## src/rtl/sa_pkg.sv

```systemverilog
package sa_pkg;
  localparam int unsigned NET_CNT   = 5;
  localparam int unsigned FAULT_CNT = 2 * NET_CNT;
  localparam int unsigned CODE_W    = 4;
  localparam int unsigned VEC_W     = 3;

  typedef logic [CODE_W-1:0] fcode_t;
  typedef logic [VEC_W-1:0]  tvec_t;

  localparam fcode_t IDLE_CODE = 4'hF;

  typedef enum logic [2:0] {
    NET_A   = 3'd0,
    NET_B   = 3'd1,
    NET_C   = 3'd2,
    NET_AND = 3'd3,
    NET_Y   = 3'd4
  } net_id_t;
endpackage

```

## src/rtl/fault_copy.sv

```systemverilog
module fault_copy
  import sa_pkg::*;
(
  input  tvec_t  vec,
  input  fcode_t code,
  output logic   y
);
  logic       hit;
  logic [2:0] net;
  logic       sv;
  logic       na, nb, nc, nand_raw, nand_f, y_raw;

  always_comb begin
    hit      = (code < fcode_t'(FAULT_CNT));
    net      = code[CODE_W-1:1];
    sv       = code[0];
    na       = (hit && net == NET_A)   ? sv : vec[2];
    nb       = (hit && net == NET_B)   ? sv : vec[1];
    nc       = (hit && net == NET_C)   ? sv : vec[0];
    nand_raw = na & nb;
    nand_f   = (hit && net == NET_AND) ? sv : nand_raw;
    y_raw    = nand_f | nc;
    y        = (hit && net == NET_Y)   ? sv : y_raw;
  end
endmodule

```

## src/rtl/vec_store.sv

```systemverilog
module vec_store
  import sa_pkg::*;
#(
  parameter int unsigned DEPTH = 8,
  localparam int unsigned AW = $clog2(DEPTH),
  localparam int unsigned CW = $clog2(DEPTH + 1)
)(
  input  logic          clk,
  input  logic          rst_n,
  input  logic          wr_en,
  input  logic [AW-1:0] wr_addr,
  input  tvec_t         wr_data,
  input  logic          cnt_wr,
  input  logic [CW-1:0] cnt_data,
  input  logic [AW-1:0] rd_addr,
  output tvec_t         rd_data,
  output logic [CW-1:0] count
);
  tvec_t         mem_q [DEPTH];
  tvec_t         mem_d [DEPTH];
  logic [CW-1:0] cnt_d;

  always_comb begin
    for (int i = 0; i < DEPTH; i++) begin
      mem_d[i] = mem_q[i];
      if (wr_en && wr_addr == AW'(i)) mem_d[i] = wr_data;
    end
    cnt_d = count;
    if (cnt_wr) cnt_d = (cnt_data > CW'(DEPTH)) ? CW'(DEPTH) : cnt_data;
  end

  always_ff @(posedge clk or negedge rst_n) begin
    if (!rst_n) begin
      for (int i = 0; i < DEPTH; i++) mem_q[i] <= '0;
      count <= '0;
    end else begin
      for (int i = 0; i < DEPTH; i++) mem_q[i] <= mem_d[i];
      count <= cnt_d;
    end
  end

  assign rd_data = mem_q[rd_addr];


  cnt_max_chk: assert property (@(posedge clk) disable iff (!rst_n)
    count <= CW'(DEPTH));
endmodule

```

## src/rtl/sweep_seq.sv

```systemverilog
module sweep_seq
  import sa_pkg::*;
#(
  parameter int unsigned DEPTH = 8,
  localparam int unsigned AW = $clog2(DEPTH),
  localparam int unsigned CW = $clog2(DEPTH + 1)
)(
  input  logic                 clk,
  input  logic                 rst_n,
  input  logic                 start,
  input  logic [CW-1:0]        count,
  input  logic                 detect,
  output logic                 busy,
  output logic                 done,
  output fcode_t               fidx,
  output logic [AW-1:0]        vidx,
  output logic [FAULT_CNT-1:0] det_map
);
  logic                 busy_d, done_d;
  fcode_t               fidx_d;
  logic [AW-1:0]        vidx_d;
  logic [FAULT_CNT-1:0] map_d;
  logic                 last_vec, last_fault;

  always_comb begin
    last_vec   = ((CW'(vidx) + CW'(1)) == count);
    last_fault = (fidx == fcode_t'(FAULT_CNT - 1));
    busy_d = busy;
    done_d = 1'b0;
    fidx_d = fidx;
    vidx_d = vidx;
    map_d  = det_map;
    if (!busy) begin
      if (start) begin
        map_d  = '0;
        fidx_d = '0;
        vidx_d = '0;
        if (count == '0) done_d = 1'b1;
        else             busy_d = 1'b1;
      end
    end else begin
      if (detect) map_d[fidx] = 1'b1;
      if (last_vec) begin
        vidx_d = '0;
        if (last_fault) begin
          busy_d = 1'b0;
          done_d = 1'b1;
        end else begin
          fidx_d = fidx + fcode_t'(1);
        end
      end else begin
        vidx_d = vidx + AW'(1);
      end
    end
  end

  always_ff @(posedge clk or negedge rst_n) begin
    if (!rst_n) begin
      busy    <= 1'b0;
      done    <= 1'b0;
      fidx    <= '0;
      vidx    <= '0;
      det_map <= '0;
    end else begin
      busy    <= busy_d;
      done    <= done_d;
      fidx    <= fidx_d;
      vidx    <= vidx_d;
      det_map <= map_d;
    end
  end


  done_pulse_chk: assert property (@(posedge clk) disable iff (!rst_n)
    done |=> !done);

  done_idle_chk: assert property (@(posedge clk) disable iff (!rst_n)
    done |-> !busy);

  map_sticky_chk: assert property (@(posedge clk) disable iff (!rst_n)
    busy |=> ((det_map & $past(det_map)) == $past(det_map)));

  fidx_range_chk: assert property (@(posedge clk) disable iff (!rst_n)
    busy |-> (fidx < fcode_t'(FAULT_CNT)));
endmodule

```

## src/rtl/fault_miter.sv

```systemverilog
module fault_miter
  import sa_pkg::*;
#(
  parameter int unsigned DEPTH = 8,
  localparam int unsigned AW  = $clog2(DEPTH),
  localparam int unsigned CW  = $clog2(DEPTH + 1),
  localparam int unsigned CVW = $clog2(FAULT_CNT + 1)
)(
  input  logic                 clk,
  input  logic                 rst_n,
  input  logic                 vec_wr,
  input  logic [AW-1:0]        vec_addr,
  input  logic [VEC_W-1:0]     vec_data,
  input  logic                 cnt_wr,
  input  logic [CW-1:0]        cnt_data,
  input  logic                 fsel_wr,
  input  logic [CODE_W-1:0]    fsel_data,
  input  logic [VEC_W-1:0]     probe_vec,
  input  logic                 start,
  output logic                 good_out,
  output logic                 bad_out,
  output logic                 detect,
  output logic                 busy,
  output logic                 done,
  output logic [FAULT_CNT-1:0] det_map,
  output logic [CVW-1:0]       coverage
);
  logic [1:0]    rst_sync;
  logic          srst_n;
  fcode_t        fsel_q, fsel_d;
  fcode_t        seq_fidx, cur_code;
  logic [AW-1:0] seq_vidx;
  tvec_t         st_vec, cur_vec;
  logic [CW-1:0] vcount;
  logic [1:0]    copy_y;

  always_ff @(posedge clk or negedge rst_n) begin
    if (!rst_n) rst_sync <= 2'b00;
    else        rst_sync <= {rst_sync[0], 1'b1};
  end
  assign srst_n = rst_sync[1];

  always_comb begin
    fsel_d = fsel_wr ? fsel_data : fsel_q;
  end

  always_ff @(posedge clk or negedge srst_n) begin
    if (!srst_n) fsel_q <= IDLE_CODE;
    else         fsel_q <= fsel_d;
  end

  vec_store #(.DEPTH(DEPTH)) u_store (
    .clk      (clk),
    .rst_n    (srst_n),
    .wr_en    (vec_wr),
    .wr_addr  (vec_addr),
    .wr_data  (vec_data),
    .cnt_wr   (cnt_wr),
    .cnt_data (cnt_data),
    .rd_addr  (seq_vidx),
    .rd_data  (st_vec),
    .count    (vcount)
  );

  always_comb begin
    cur_code = busy ? seq_fidx : fsel_q;
    cur_vec  = busy ? st_vec   : probe_vec;
  end

  // copy 0 is the fault-free reference, copy 1 takes the selected fault
  for (genvar g = 0; g < 2; g++) begin : g_copy
    fault_copy u_copy (
      .vec  (cur_vec),
      .code ((g == 0) ? IDLE_CODE : cur_code),
      .y    (copy_y[g])
    );
  end

  assign good_out = copy_y[0];
  assign bad_out  = copy_y[1];
  assign detect   = copy_y[0] ^ copy_y[1];

  sweep_seq #(.DEPTH(DEPTH)) u_seq (
    .clk     (clk),
    .rst_n   (srst_n),
    .start   (start),
    .count   (vcount),
    .detect  (detect),
    .busy    (busy),
    .done    (done),
    .fidx    (seq_fidx),
    .vidx    (seq_vidx),
    .det_map (det_map)
  );

  always_comb begin
    coverage = '0;
    for (int i = 0; i < FAULT_CNT; i++) coverage = coverage + CVW'(det_map[i]);
  end


  nofault_match_chk: assert property (@(posedge clk) disable iff (!srst_n)
    (!busy && fsel_q >= fcode_t'(FAULT_CNT)) |-> !detect);

  cov_range_chk: assert property (@(posedge clk) disable iff (!srst_n)
    coverage <= CVW'(FAULT_CNT));

  map_clear_chk: assert property (@(posedge clk) disable iff (!srst_n)
    (!busy && start && vcount != '0) |=> (det_map == '0));
endmodule

```

## config.mk

```make
export PLATFORM = sky130hd
export DESIGN_NAME = fault_miter
export DESIGN_NICKNAME = d
export VERILOG_FILES = /design/src/rtl/sa_pkg.sv /design/src/rtl/fault_copy.sv /design/src/rtl/vec_store.sv /design/src/rtl/sweep_seq.sv /design/src/rtl/fault_miter.sv
export SDC_FILE = /design/constraint.sdc
export NUM_CORES = 1
export LEC_CHECK = 0
export ABC_AREA = 1
export BUFFER_PORTS_ARGS = -buffer_cell sky130_fd_sc_hd__buf_2
export CORE_MARGIN = 5
export CORE_UTILIZATION = 40
export CTS_BUF_LIST = sky130_fd_sc_hd__clkbuf_16
export DETAILED_ROUTE_END_ITERATION = 10
export PLACE_DENSITY = 0.69
export SYNTH_ARGS = -nofsm -noshare
export SYNTH_HDL_FRONTEND = slang
export SYNTH_SLANG_ARGS = --single-unit
```

## constraint.sdc

```tcl
create_clock -name clk -period 2.7 [get_ports clk]
set_input_delay 0 -clock clk [delete_from_list [all_inputs] [get_ports clk]]
set_output_delay 0 -clock clk [all_outputs]
set_load 0.1 [all_outputs]
```

======== After elaboration in Yosys (flattened, before gate mapping) ========
Cells that the tools add are included.
W data, S select, Z words.
word-level totals
  output and inout port bits .............. 19
  ROM bits ................................ 0
  bits in registers ....................... 53
  memories kept ........................... 0
  bits in writable memories ............... 0
  latch bits .............................. 0
cells by class
  reduce and logical (&&, ||, !) cells .... 20
  bitwise operators ....................... 7
  muxes and demuxes ....................... 33
  eq/ne operators ......................... 16
  multipliers ............................. 0
  div/mod/pow operators ................... 0
  add/subtract/negate cells ............... 12
  order comparisons ....................... 5
  shift-type cells ........................ 0
operators by type and width
  kind                   number
  $mux W10               3
  $add A4 B1 Y4          6
  $mux W4                6
  $mux W3                6
  $mux W1                16
  $eq A3 B3 Y1 const B   5
  $logic_and A1 B1 Y1    14
  $eq A3 B2 Y1 const B   4
  $or A10 B10 Y10        1
  $bmux W3 S3            1
  $eq A3 B1 Y1 const B   2
  $logic_not A3 Y1       2
  $ne A2 B2 Y1 const B   3
  $lt A4 B5 Y1 const B   1
  $add A3 B1 Y4          1
  $add A3 B1 Y4 const B  1
  $add A4 B1 Y4 const B  1
  $demux W1 S4           1
  $eq A4 B4 Y1           1
  $eq A4 B4 Y1 const B   1
  $ge A4 B1 Y1 const B   1
  $ge A4 B4 Y1 const B   1
  $gt A4 B4 Y1 const B   1
  $logic_not A4 Y1       1
  other kinds (11)       13

======== Logic depth before layout (Yosys ltp) ========
  depth after elaboration ................. 13
  gate-level depth with buffers ........... 15
  depth with buffers taken out ............ 15

======== Hierarchy ========
From an unflattened synthesis, not the netlist that was laid out.
unflattened totals
  cells, all modules ...................... 439
  area total of the unflattened synthesis .. 3191.8 µm²
modules (own cells, without submodules)
  module       area an instance (µm²)  cells an instance  instances
  vec_store    1377.6                  183                1
  sweep_seq    1069.8                  138                1
  fault_miter  559.3                   74                 1
  fault_copy   92.6                    22                 2

======== Least setup slack after synthesis ========
Ideal clock, no wire load.
  kind .................................... reg2out
  from .................................... register u_seq.det_map[5]
  to ...................................... output coverage[2]
  setup slack ............................. -1886 ps
  data arrival time ....................... 4586 ps
  required time ........................... 2700 ps
  stages on the path, launching flop included .. 10
  path buffers ............................ 0
  cell sequence ........................... dfrtp_1 inv_1 fa_1 fa_1 fa_1 inv_1 ha_1 inv_1 fa_1 xor2_1
between the ends
  word-level cells in the longest chain between the ends .. 5
ends and longest elaborated chain
  element                     line               source
  start: declaration          sweep_seq.sv:17    output logic [FAULT_CNT-1:0] det_map
  start signal: assignment    sweep_seq.sv:69    det_map <= map_d;
  $add A4 B1 Y4 (5 in a row)  fault_miter.sv:98  for (int i = 0; i < FAULT_CNT; i++) coverage = coverage + CVW'(det_map[i]);
  end: declaration            fault_miter.sv:26  output logic [CVW-1:0] coverage
Every way passes these cells.

======== Final worst setup path ========
  from .................................... register u_seq.det_map[0]
  to ...................................... output coverage[1]
between the ends
  word-level cells in the longest chain between the ends .. 9
ends and longest elaborated chain
  element                     line
  $add A1 B1 Y2               fault_miter.sv:98
  $add A2 B1 Y3               fault_miter.sv:98
  $add A3 B1 Y4               fault_miter.sv:98
  $add A4 B1 Y4 (6 in a row)  fault_miter.sv:98
Every way passes these cells.

==> results.md <==
* FFs w/ async S/R, synth at 100%
* Syn Area/Cell at 8.16 µm²
* WHS Path Cells at 3
* IO buf count at 41
* Rel. slew slack at 56.8%
* FF+latch count, synth at 53
* CP arrival at 3270 ps
* Top Ports at 42
* First drt pass iteration count at 4
* Endpoints failing setup at 4
* Most frequent cells in the layout: 102 x nand2_1, 40 x dfrtp_1, 39 x inv_1
* Fill cells at approximately 710
* Cell count after synthesis at 364
* Worst setup margin at -567 ps
* Most used DFF post-synth: dfrtp_1
* Post-Syn Area at 2970 µm²
* Final worst path period share at 121%
* FMAX at 306 MHz
* Avg WL per Cell at 12.4 µm
* Starting DRT DRC Count at roughly 110
* Fin Clk Skew at 6.43 ps
* GR Util met2 at 27.4%
* Die Height at slightly below 100 µm
* Hold Startpoint: start
* YS warnings at 0
* Vias in the first global route at approximately 2,600
* FP Rows at 31
* Largest net degree at the start of global routing at 30
* Layer with the highest usage: met2
* Final hold violation count at 1
* Clock root cell: clkbuf_16
* Worst Max-Slew Pin Slew at ~650 ps
* Die X at 96.2 µm
* Unrepaired setup endpoints after global routing: true
* Worst-case reg-to-reg path depth at 9
* Commonest non-fill, non-tap cell in the layout: nand2_1
* Data required time of the critical path at 2700 ps
* Worst-Skew Late Latency at around 300 ps
* Starting Density at between 40% and 50%
* Post-synth top area share at 41.3%
* Met3 usage at 3.52%
* Worst R2R Setup Slack at 530 ps
* Final ANT Viol Nets at 0
* Violated checks: negative hold slack, negative setup slack
* Syn Nets at 400
* Diode count at 0
* Cell taking the most area after synthesis: dfrtp_1
* Sequential-to-total area share from yosys stat at between 40% and 50%
* Vias post-DR at 2,601
* CTS tree: built
* TritonCTS Buffers at 5
* MaxCap Viol Count at 0
* Die area at 9250 µm²
* Synth top area cells: dfrtp_1 41%, nand2_1 13%, nand3_1 5.7%
* HP Class: in -> reg
* Dpl cells at 511
* GRT Resource Usage Total at between 10% and 20%
* Hold worst-path end: u_seq.done
* WL final at between 6000 and 7000 µm
* DRC at 0
* Clk slew on worst S/H paths at 80 ps
* Initial antenna violation count at 0
* H-tree depth at 2
* GPL Wtd Cong at 0.877
* Tmin final at 3270 ps
* CP Max Fanout at 2
* Status: complete, but fails checks
* Final-stage net count at approximately 470
* Fin cells at 537
* Core Area at 7250 µm²
* FF-to-FF End: u_seq.det_map[7]
* Kind of critical path: reg -> out
* Share of post-route cells with drive strength above 1 at 24.9%
* DPL Wire Length at 4960 µm
* Final Max Tran Viols at 0
* Longest Clk Path Bufs at 2
* Netlist cell types at 39
* Routed vias/inst at around 4.8
* Met1 usage at 20.5%
* Post-synth EDFFs at 0
* Grt ovf at 0
* Sink Count at 53
* Hold Worst Slack at -1.22 ps
* Synthesis-to-layout area growth at 28.4%
* Worst Setup End Kind: output pin
* Setup crit start kind: flip-flop
* R2r startpoint: u_seq.busy
* First-pass GRT wire length at 11,700 µm
-- worst max path at each step --
| stage | from | endpoint | slack, ps | depth (start not counted) |
|---|---|---|---|---|
| after detailed placement | u_seq.det_map[0] | coverage[1] | -300 | 10 |
| after floorplan | u_seq.det_map[5] | coverage[2] | -680 | 9 |
| final | u_seq.det_map[0] | coverage[1] | -570 | 10 |
| after global placement | u_seq.det_map[0] | coverage[1] | -270 | 10 |
| after global routing | u_seq.det_map[0] | coverage[1] | -680 | 10 |
| after CTS | u_seq.det_map[0] | coverage[1] | -580 | 10 |
-- flip-flops by register name, summed over array words and instances, names as in the netlist --
register       flops
u_seq.fidx         4
u_seq.vidx         3
u_store.mem_q     24
fsel_q             4
u_seq.det_map     10
u_store.count      4
u_seq.done         1
rst_sync           2
u_seq.busy         1
-- logic make-up (layout without fill, tap and decap cells) --
kind of cell	count (synthesis)	count (layout)	share of synthesized area [%]
AOI/OAI and AO/OA	61	61	11.5
buffers and inverters	56	130	8.25
DFF	53	53	44.8
other	1	1	0.126
xor gates and xnor gates	4	4	1.43
and+or+nand+nor	174	174	26.1
adders and majority gates	13	13	6.99
muxes	2	2	0.758
-- layout make-up --
type / instances / area [µm²] / area share [%]
Inverter: 51 / 199 / 5.21
Timing Repair Buffer: 71 / 536 / 14.0
Clock inverter: 3 / 21.3 / 0.557
Tap cell: 99 / 124 / 3.25
Clock buffer: 5 / 125 / 3.28
Sequential cell: 53 / 1340 / 35.2
Multi-Input combinational cell: 255 / 1470 / 38.5
-- metal layers --
layer | part of all wire, % | up-vias
li1 | - | 1307
met5 | 0 | -
met4 | 1.2 | 0
met1 | 45 | 1245
met2 | 50 | 39
met3 | 3.6 | 10
-- critical path, cell delays in order (launching register included) --
cell,delay [ps]
dfrtp_2,420
fa_1,530
inv_1,50
fa_1,490
fa_1,420
inv_2,80
ha_4,130
inv_2,40
fa_2,550
clkinvlp_4,100
buf_12,170
-- cell usage after synthesis (all sizes together) (3+ instances only) --
cell type  count
inv           50
dfstp          4
buf            3
nor2          19
fa             6
a21boi         3
nand2        109
a21oi         14
ha             7
o21ai         39
nand3         37
dfrtp         49
-- stage by stage --
| stage | TNS [ps] | setup slack [ps] | hold slack [ps] | utilization, % | cell area (µm²) |
|---|---|---|---|---|---|
| 2_1_floorplan | -2120 | -679 | -296 | - | 3040 |
| 3_3_place_gp | -527 | -275 | -214 | 47.8 | 3460 |
| 3_5_place_dp | -606 | -300 | -214 | 47.8 | 3460 |
| 4_1_cts | -1430 | -581 | 0.325 | 52.4 | 3800 |
| 5_1_grt | -1790 | -680 | 2.85 | 52.6 | 3820 |
| 6_report | -1390 | -567 | -1.22 | 52.6 | 3820 |
-- repair_timing --
action | CTS | global route
setup buffers | 0 | 1
resized for setup | 5 | 2
hold buffers | 17 | 1
cloned | 0 | 0
endpoints found under the setup margin | 4 | 5
endpoints found under the hold margin | 13 | 2
pin swaps | 3 | 2
Power is left out: the tool's default activity adds up to more than one toggle a clock period on the data nets, which glitch-free logic cannot reach.
